File: config.mk
export PLATFORM = sky130hd
export DESIGN_NAME = pixcal
export DESIGN_NICKNAME = d
export VERILOG_FILES = /design/src/rtl/pixcal.sv
export SDC_FILE = /design/constraint.sdc
export NUM_CORES = 1
export LEC_CHECK = 0
export ABC_AREA = 1
export CELL_PAD_IN_SITES_DETAIL_PLACEMENT = 1
export CELL_PAD_IN_SITES_GLOBAL_PLACEMENT = 2
export CORE_MARGIN = 4
export CORE_UTILIZATION = 36
export DETAILED_ROUTE_END_ITERATION = 12
export PLACE_DENSITY_LB_ADDON = 0.1
export SYNTH_ARGS = -nofsm -noshare
export SYNTH_HDL_FRONTEND = slang
export SYNTH_SLANG_ARGS = --single-unit
File: constraint.sdc
create_clock -name clk -period 11.7 [get_ports clk]
set_clock_uncertainty 0.15 [all_clocks]
set_input_delay 2.925 -clock clk [delete_from_list [all_inputs] [get_ports clk]]
set_output_delay 2.925 -clock clk [all_outputs]
set_load 0.05 [all_outputs]
File: src/rtl/pixcal.sv
module pixcal #(
  parameter int H      = 320,
  parameter int V      = 240,
  parameter int PIX_W  = 12,
  parameter int COEF_W = 8,
  parameter int FRAC   = 7,
  localparam int N     = H * V,
  localparam int AW    = $clog2(N),
  localparam int CW    = 3 * COEF_W
) (
  input  logic              clk,
  input  logic              rst_n,
  input  logic              load_mode,
  input  logic              vsync,
  input  logic              hsync,
  input  logic              in_valid,
  input  logic [PIX_W-1:0]  in_r,
  input  logic [PIX_W-1:0]  in_g,
  input  logic [PIX_W-1:0]  in_b,
  input  logic              upd_en,
  input  logic [AW-1:0]     upd_addr,
  input  logic [CW-1:0]     upd_coef,
  output logic              cr_en,
  output logic [AW-1:0]     cr_addr,
  input  logic [CW-1:0]     cr_data,
  output logic              cw_en,
  output logic [AW-1:0]     cw_addr,
  output logic [CW-1:0]     cw_data,
  output logic              out_valid,
  output logic [PIX_W-1:0]  out_r,
  output logic [PIX_W-1:0]  out_g,
  output logic [PIX_W-1:0]  out_b
);
  localparam int XW   = $clog2(H);
  localparam int YW   = $clog2(V);
  localparam int PW   = PIX_W + COEF_W;
  localparam int MAXV = (1 << PIX_W) - 1;

  logic [XW-1:0] x_q, x_s, x_n;
  logic [YW-1:0] y_q, y_s, y_n;
  logic [AW-1:0] pos_addr;
  logic          s2_v;
  logic [3*PIX_W-1:0] s1_pix, s2_pix, res, out_pix;

  function automatic logic [YW-1:0] next_line(input logic [YW-1:0] y);
    return (y == YW'(V - 1)) ? '0 : y + YW'(1);
  endfunction

  always_comb begin
    x_s = x_q;
    y_s = y_q;
    if (vsync) begin
      x_s = '0;
      y_s = '0;
    end else if (hsync && x_q != '0) begin
      x_s = '0;
      y_s = next_line(y_q);
    end
    x_n = x_s;
    y_n = y_s;
    if (in_valid) begin
      if (x_s == XW'(H - 1)) begin
        x_n = '0;
        y_n = next_line(y_s);
      end else begin
        x_n = x_s + XW'(1);
      end
    end
  end

  assign pos_addr = AW'(int'(y_s) * H + int'(x_s));

  always_ff @(posedge clk or negedge rst_n) begin
    if (!rst_n) begin
      x_q       <= '0;
      y_q       <= '0;
      cr_en     <= 1'b0;
      cw_en     <= 1'b0;
      s2_v      <= 1'b0;
      out_valid <= 1'b0;
    end else begin
      x_q       <= x_n;
      y_q       <= y_n;
      cr_en     <= in_valid && !load_mode;
      cw_en     <= load_mode ? in_valid : upd_en;
      s2_v      <= cr_en;
      out_valid <= s2_v;
    end
  end

  always_ff @(posedge clk) begin
    cr_addr <= pos_addr;
    s1_pix  <= {in_r, in_g, in_b};
    s2_pix  <= s1_pix;
    out_pix <= res;
    if (load_mode) begin
      cw_addr <= pos_addr;
      cw_data <= {in_r[COEF_W-1:0], in_g[COEF_W-1:0], in_b[COEF_W-1:0]};
    end else begin
      cw_addr <= upd_addr;
      cw_data <= upd_coef;
    end
  end

  for (genvar c = 0; c < 3; c++) begin : g_ch
    logic [PW-1:0] prod, sh;
    assign prod = PW'(s2_pix[c*PIX_W +: PIX_W]) * PW'(cr_data[c*COEF_W +: COEF_W]);
    assign sh   = prod >> FRAC;
    assign res[c*PIX_W +: PIX_W] = (sh > PW'(MAXV)) ? '1 : sh[PIX_W-1:0];
  end

  assign out_r = out_pix[2*PIX_W +: PIX_W];
  assign out_g = out_pix[PIX_W +: PIX_W];
  assign out_b = out_pix[0 +: PIX_W];
endmodule

==> impl_results.md, run 1 <==
* Status: finished, final reports clean
* Ranking of synthesized cells by area: fa_1 23%, dfxtp_1 21%, nand2_1 14%
* CP bufs+invs at 4
* Num rows at 75
* Fin crit share at 63.78%
* Clock power frac at 16.6%
* Highest clock rate at 0.1340 GHz
* Combinational share of power at about three fifths
* Most frequent cells in the layout: 574 x nand2_1, 516 x inv_1, 203 x clkdlybuf4s50_1
* Crit path max-delay family: adder cells
* Ys Warns at 0
* Pwr per Cell Area at 193.5 nW/um^2
* Setup_tns at 0 ns
* CP max-delay cell: clkdlybuf4s50_1
* Unrepaired setup endpoints after global routing: false
* Mapped Area at 15600 um^2
* Boundary Pins at 205
* Clock Tree Buf Depth at 2
* Average size of a mapped cell at 7.713 um^2
* Final Hold Viols at 0
* Slew @ Worst Pin at around 1.1 ns
* Grt total ovfl at 0
* Antenna Violating Nets Remaining at 0
* CTS Hold Buffers Added at 0
* Port buffer count at about 200
* Layout area overhead at 19.49%
* Post-synth top flop: dfxtp_1
* Post-synth EDFFs at 0
* Worst VDD drop at 0.0001063 V
* Clock root buffer: clkbuf_16
* Max-slew headroom at 28.31%
* WL per Instance at between 15 and 20 um
* Chip width at 216.1 um
* Async set or reset register ratio after synthesis at 11.23%
* First-pass GRT wire length at 73080 um
* Vias in the first global route at 14.19k
* Core area at 42420 um^2
* #FFs+latches synth at about 190
* Global router's overall resource usage at 19.49%
* Flop pwr share at between 20% and 30%
* TritonCTS clock tree: done
* Initial antenna violation count at 3
* Critical Path AT at 7.72 ns
* Hpwl dp at ~36000 um
* Power Internal at 1.885 mW
* DIE AREA at 46720 um^2
* 1st-iter DRT viols at between 300 and 400
* Placement Setup Slack at 3.673 ns
* Count of final setup violators at 0
* Final worst setup slack at 4.238 ns
* Initial Util at 36.77%
* # DRC at 0
* Clk sinks at 187
* Synth unique cells at 49
* Post-synthesis net count at 2438
* Post-CTS Setup Bufs at 0
* Sw power at 1.722 mW
* Crit-path most repeated cell: fa_1
* Commonest non-fill, non-tap cell in the layout: nand2_1
* Tmin final at 7.462 ns
* Mapped Cells at 2022
* Yosys top cell by area: fa_1
* Initial DRT Pass Iterations at 4
* Ordered list of cells on the worst path: clkdlybuf4s50_1 -> nand2_1 -> inv_1 -> fa_1 -> fa_1 -> fa_1 -> inv_1 -> fa_1 -> inv_1 -> ha_1 -> a21oi_1 -> o21ai_0 -> a21oi_1 -> nand2_1 -> nand2_1 -> nand3b_1 -> nand3_1
* Crit path max fanout at 12
* Via count at 12.62k
* Via density at roughly 4.6
* Clock Latency Late Sink at 0.49 ns
* Max-cap viol count at 0
* Setup Crit Path Kind: in -> reg
* Register area share after synthesis at roughly 25%
* Drt total wl at 43220 um
* Leakage at 10.61 nW
* Startpoint Class: input pin
* Post-CTS sizing at 0
* RePlAce Congestion at 0.8134
* Top-area cell type share of the netlist area at 22.98%
* Crit end category: register
* Data required time of the worst path at 11.96 ns
* Die H at 216.1 um
* CP peak stage delay at around 0.91 ns
* Share of cells above drive strength 1 at 3.245%
* # H-tree levels at 4
* Sw Share at between 40% and 50%
* Final nets at 2591
* Slew Viols, Final at 0
* Pin count of the biggest net entering global routing at just under 50
* Num CTS Buffers at 17
* Clock slew at reported path FFs at 0.08 ns
* Worst min path class: reg -> reg
## area by class of cell
cell class / instances / area (um^2)
fill: 5245 / 23780
clock inverter: 14 / 156.4
antenna: 1 / 2.502
tap: 577 / 721.9
multi-input combinational: 1243 / 9478
timing repair buffer: 205 / 2044
inverter: 521 / 1956
sequential: 187 / 3849
clock buffer: 18 / 429.2
## power groups by stage
stage                     clock network [mW]  registers (mW)  logic (mW)
after floorplan                            0            1.10        1.33
after global placement                     0           0.825        2.19
after CTS                              0.626           0.812        2.24
final                                  0.597           0.809        2.20
after global routing                   0.650           0.823        2.52
after detailed placement                   0           0.825        2.23
## per-layer routing
metal  GRT usage, %  share of wire, %
met1          24.87                45
met2          34.05                49
met3          4.580               5.1
met4          3.755              0.72
met5              0             0.053
## stage by stage
stage | util [%] | power, mW | hold WS [ns] | cell area (um^2) | std cells
after floorplan | - | 2.430 | 0.1596 | 15600 | 2022
after global placement | 42.55 | 3.010 | 0.1607 | 18050 | 2733
after detailed placement | 42.55 | 3.053 | 0.1635 | 18050 | 2733
after CTS | 43.93 | 3.680 | 0.1813 | 18630 | 2765
after global routing | 43.93 | 3.992 | 0.1874 | 18630 | 2765
final | 43.94 | 3.607 | 0.1799 | 18640 | 2766
## kinds of logic after synthesis
kind of cell,after synthesis,share of synthesized area (%)
buffers and inverters,592,14.55
adders and majority gates,308,33.33
and+or+nand+nor,767,20.48
xor gates and xnor gates,41,2.302
DFF,187,24.68
AOI/OAI and AO/OA,127,4.661
## cell usage after synthesis (9+ instances only)
cell type,n
a21oi_1,59
clkbuf_1,47
clkbuf_2,14
dfrtp_1,21
dfxtp_1,166
fa_1,179
ha_1,129
inv_1,517
nand2_1,574
nand3_1,76
nand3b_1,11
nand4_1,9
nor2_1,51
nor3_1,13
o21ai_0,41
xnor2_1,24
xor2_1,17
## state kept, by name (all words and copies together), names as in the netlist
name and cells:
y_q 8, s2_pix 36, cw_en 1, s2_v 1, s1_pix 36, cr_addr 17, out_valid 1, cw_addr 17
out_pix 36, x_q 9, cw_data 24, cr_en 1
## final timing paths
check,startpoint,end,slack (ns),cells past startpoint
min,s1_pix[30],s2_pix[30],0.18,0
max reg2reg,s2_pix[17],out_pix[12],6.95,18
max in group asynchronous,rst_n,y_q[7],7.88,1
min in group asynchronous,rst_n,x_q[5],2.86,1
max,cr_data[6],out_pix[1],4.24,17
min reg2reg,s1_pix[30],s2_pix[30],0.18,0
Power figures use the tool's default switching activity.
==> run 2: changes to the inputs <==
CORE_UTILIZATION = 33   (was 36)
clock period = 7.3 ns   (was 11.7 ns; I/O delays follow)
==> run 2 against run 1 <==
Global-route usage decreased by 1.5 points; first-iteration DRC count grew 6.4%; die area grew 8.7%; count of clock-buffer cells in the layout grew 2; routed wire length up 0.24%; non-clock buffer count rose by 2; largest cell class unchanged; design area is 0.58% higher; sequential share of layout area shrank 0.12 points; clock power rose by 74%; critical path depth is the same.
==> impl_results.md, run 2 (same netlist as run 1, synthesis figures left out) <==
* Finished Core Util at 40.18% (-3.8 points)
* Clk sinks at 187 (unchanged)
* Critical Path AT at 6.53 ns (-1.19 ns)
* WL per Instance at 15.49 um (-0.87%)
* Clock power frac at 17.8% (+1.2 points)
* Count of final setup violators at 0 (unchanged)
* Global router's overall resource usage at 18.02% (-1.5 points)
* Startpoint Class: input pin
* Worst VDD drop at 0.0001305 V (+23%)
* RePlAce Congestion at 0.8143 (+0.11%)
* Antenna fix cells at 0 (-1)
* Pwr per Cell Area at 312.1 nW/um^2 (+61%)
* Vias in the first global route at 13.73k (-3.2%)
* Crit path max fanout at 12 (unchanged)
* TritonCTS clock tree: done
* Status: finished, final reports clean
* Slew Viols, Final at 0 (unchanged)
* Sw power at 2.766 mW (+61%)
* Via count at 12.50k (-0.98%)
* Post-CTS sizing at 0 (unchanged)
* Most frequent cells in the layout: 574 x nand2_1, 516 x inv_1, 203 x clkdlybuf4s50_1
* Via density at 4.468 (-2.1%)
* Combinational share of power at 60.0% (-1.0 points)
* CP peak stage delay at 0.86 ns (-0.05 ns)
* CP max-delay cell: clkdlybuf4s50_1
* Final nets at 2593 (+0.077%)
* Initial DRT Pass Iterations at 4 (unchanged)
* Clock Latency Late Sink at 0.49 ns (about the same)
* Crit end category: register
* Final Hold Viols at 0 (unchanged)
* Worst min path class: reg -> reg
* Share of cells above drive strength 1 at 3.333% (+0.088 points)
* Leakage at 10.64 nW (+0.36%)
* Power Internal at 3.085 mW (+64%)
* Max-slew headroom at 32.33% (+4.0 points)
* First-pass GRT wire length at 72420 um (-0.90%)
* Num rows at 79 (+5.3%)
* CTS Hold Buffers Added at 0 (unchanged)
* Clock slew at reported path FFs at 0.08 ns (about the same)
* Initial antenna violation count at 2 (-1)
* Data required time of the worst path at 7.50 ns (-4.46 ns)
* Ordered list of cells on the worst path: clkdlybuf4s50_1 -> nand2_1 -> inv_1 -> fa_1 -> fa_1 -> fa_1 -> inv_1 -> fa_1 -> inv_1 -> ha_1 -> nand2_1 -> o21ai_0 -> a21oi_1 -> nand2_1 -> nand2_1 -> nand3b_1 -> nand3_1
* Tmin final at 6.326 ns
* Drt total wl at 43330 um (+0.24%)
* Core area at 46650 um^2 (+10%)
* DIE AREA at 50800 um^2 (+8.7%)
* Setup_tns at 0 ns (unchanged)
* Pin count of the biggest net entering global routing at 43 (-12%)
* Highest clock rate at 0.1581 GHz
* Clock root buffer: clkbuf_16
* Sw Share at 47.28% (-0.46 points)
* Slew @ Worst Pin at 1.012 ns (-0.06002 ns)
* Antenna Violating Nets Remaining at 0 (unchanged)
* Commonest non-fill, non-tap cell in the layout: nand2_1
* Flop pwr share at 22.2% (-0.2 points)
* Initial Util at 33.43% (-3.3 points)
* Grt total ovfl at 0 (unchanged)
* 1st-iter DRT viols at 415 (+6.4%)
* R2r setup slk at 2.54 ns (-4.41 ns)
* Setup Crit Path Kind: in -> reg
* Unrepaired setup endpoints after global routing: false
* Chip width at 225.4 um (+4.3%)
* Post-CTS Setup Bufs at 0 (unchanged)
* Max-cap viol count at 0 (unchanged)
* Num CTS Buffers at 17 (unchanged)
* # DRC at 0 (unchanged)
* Clock Tree Buf Depth at 2 (unchanged)
* Die H at 225.4 um (+4.3%)
* # H-tree levels at 4 (unchanged)
* Port buffer count at 204 (unchanged)
* Registers with the most flip-flops: out_pix: 36 flops, s1_pix: 36 flops, s2_pix: 36 flops
* Fin crit share at 86.65%
* Hpwl dp at 35890 um (+0.52%)
* Boundary Pins at 205 (unchanged)
* Layout area overhead at 20.19%
## run 2: metrics by stage
step	cell area [um^2]	hold slack [ns]	setup slack (ns)	power (mW)	std cells
finish	18750	0.1764	0.9743	5.851	2797
global route	18750	0.1855	0.5827	6.457	2797
CTS	18750	0.1770	0.9565	5.977	2797
detailed placement	18100	0.1632	0.3918	4.885	2765
global placement	18100	0.1601	0.4662	4.845	2765
floorplan	15600	0.1596	1.436	3.895	2022
## run 2: final timing paths
path	start	to	depth (start not counted)
hold / removal	s1_pix[29]	s2_pix[29]	0
max in group asynchronous	rst_n	y_q[3]	1
setup / recovery	cr_data[6]	out_pix[8]	17
hold reg to reg	s1_pix[29]	s2_pix[29]	0
min in group asynchronous	rst_n	x_q[6]	1
setup reg to reg	s2_pix[17]	out_pix[18]	18
## run 2: metal layers
| metal | GRT usage [%] | part of all wire (%) | routed length (um) |
|---|---|---|---|
| met1 | 23.41 | 47 | 20360 |
| met2 | 30.30 | 47 | 20510 |
| met3 | 3.725 | 3.7 | 1593 |
| met4 | 5.572 | 1.9 | 831 |
| met5 | 0 | 0.062 | 27 |
## run 2: worst max-delay path, delay by kind of cell
family,cells,cell delay (ns)
compound gates,2,0.35
fa+ha+maj,5,2.39
buf+inv,4,1.05
simple gates,6,0.89
## run 2: layout make-up
type / instances / area (um^2)
Clock buffer: 20 / 467.9
Clock inverter: 12 / 176.4
Fill cell: 5673 / 27910
Inverter: 521 / 1956
Multi-Input combinational cell: 1243 / 9478
Sequential cell: 187 / 3849
Tap cell: 607 / 759.5
Timing Repair Buffer: 207 / 2059
## run 2: power by group through the flow
stage / registers [mW] / logic (mW) / clock network (mW)
final: 1.30 / 3.51 / 1.04
after global routing: 1.32 / 4.02 / 1.11
after CTS: 1.31 / 3.58 / 1.09
after detailed placement: 1.32 / 3.56 / 0
after global placement: 1.32 / 3.52 / 0
after floorplan: 1.76 / 2.13 / 0
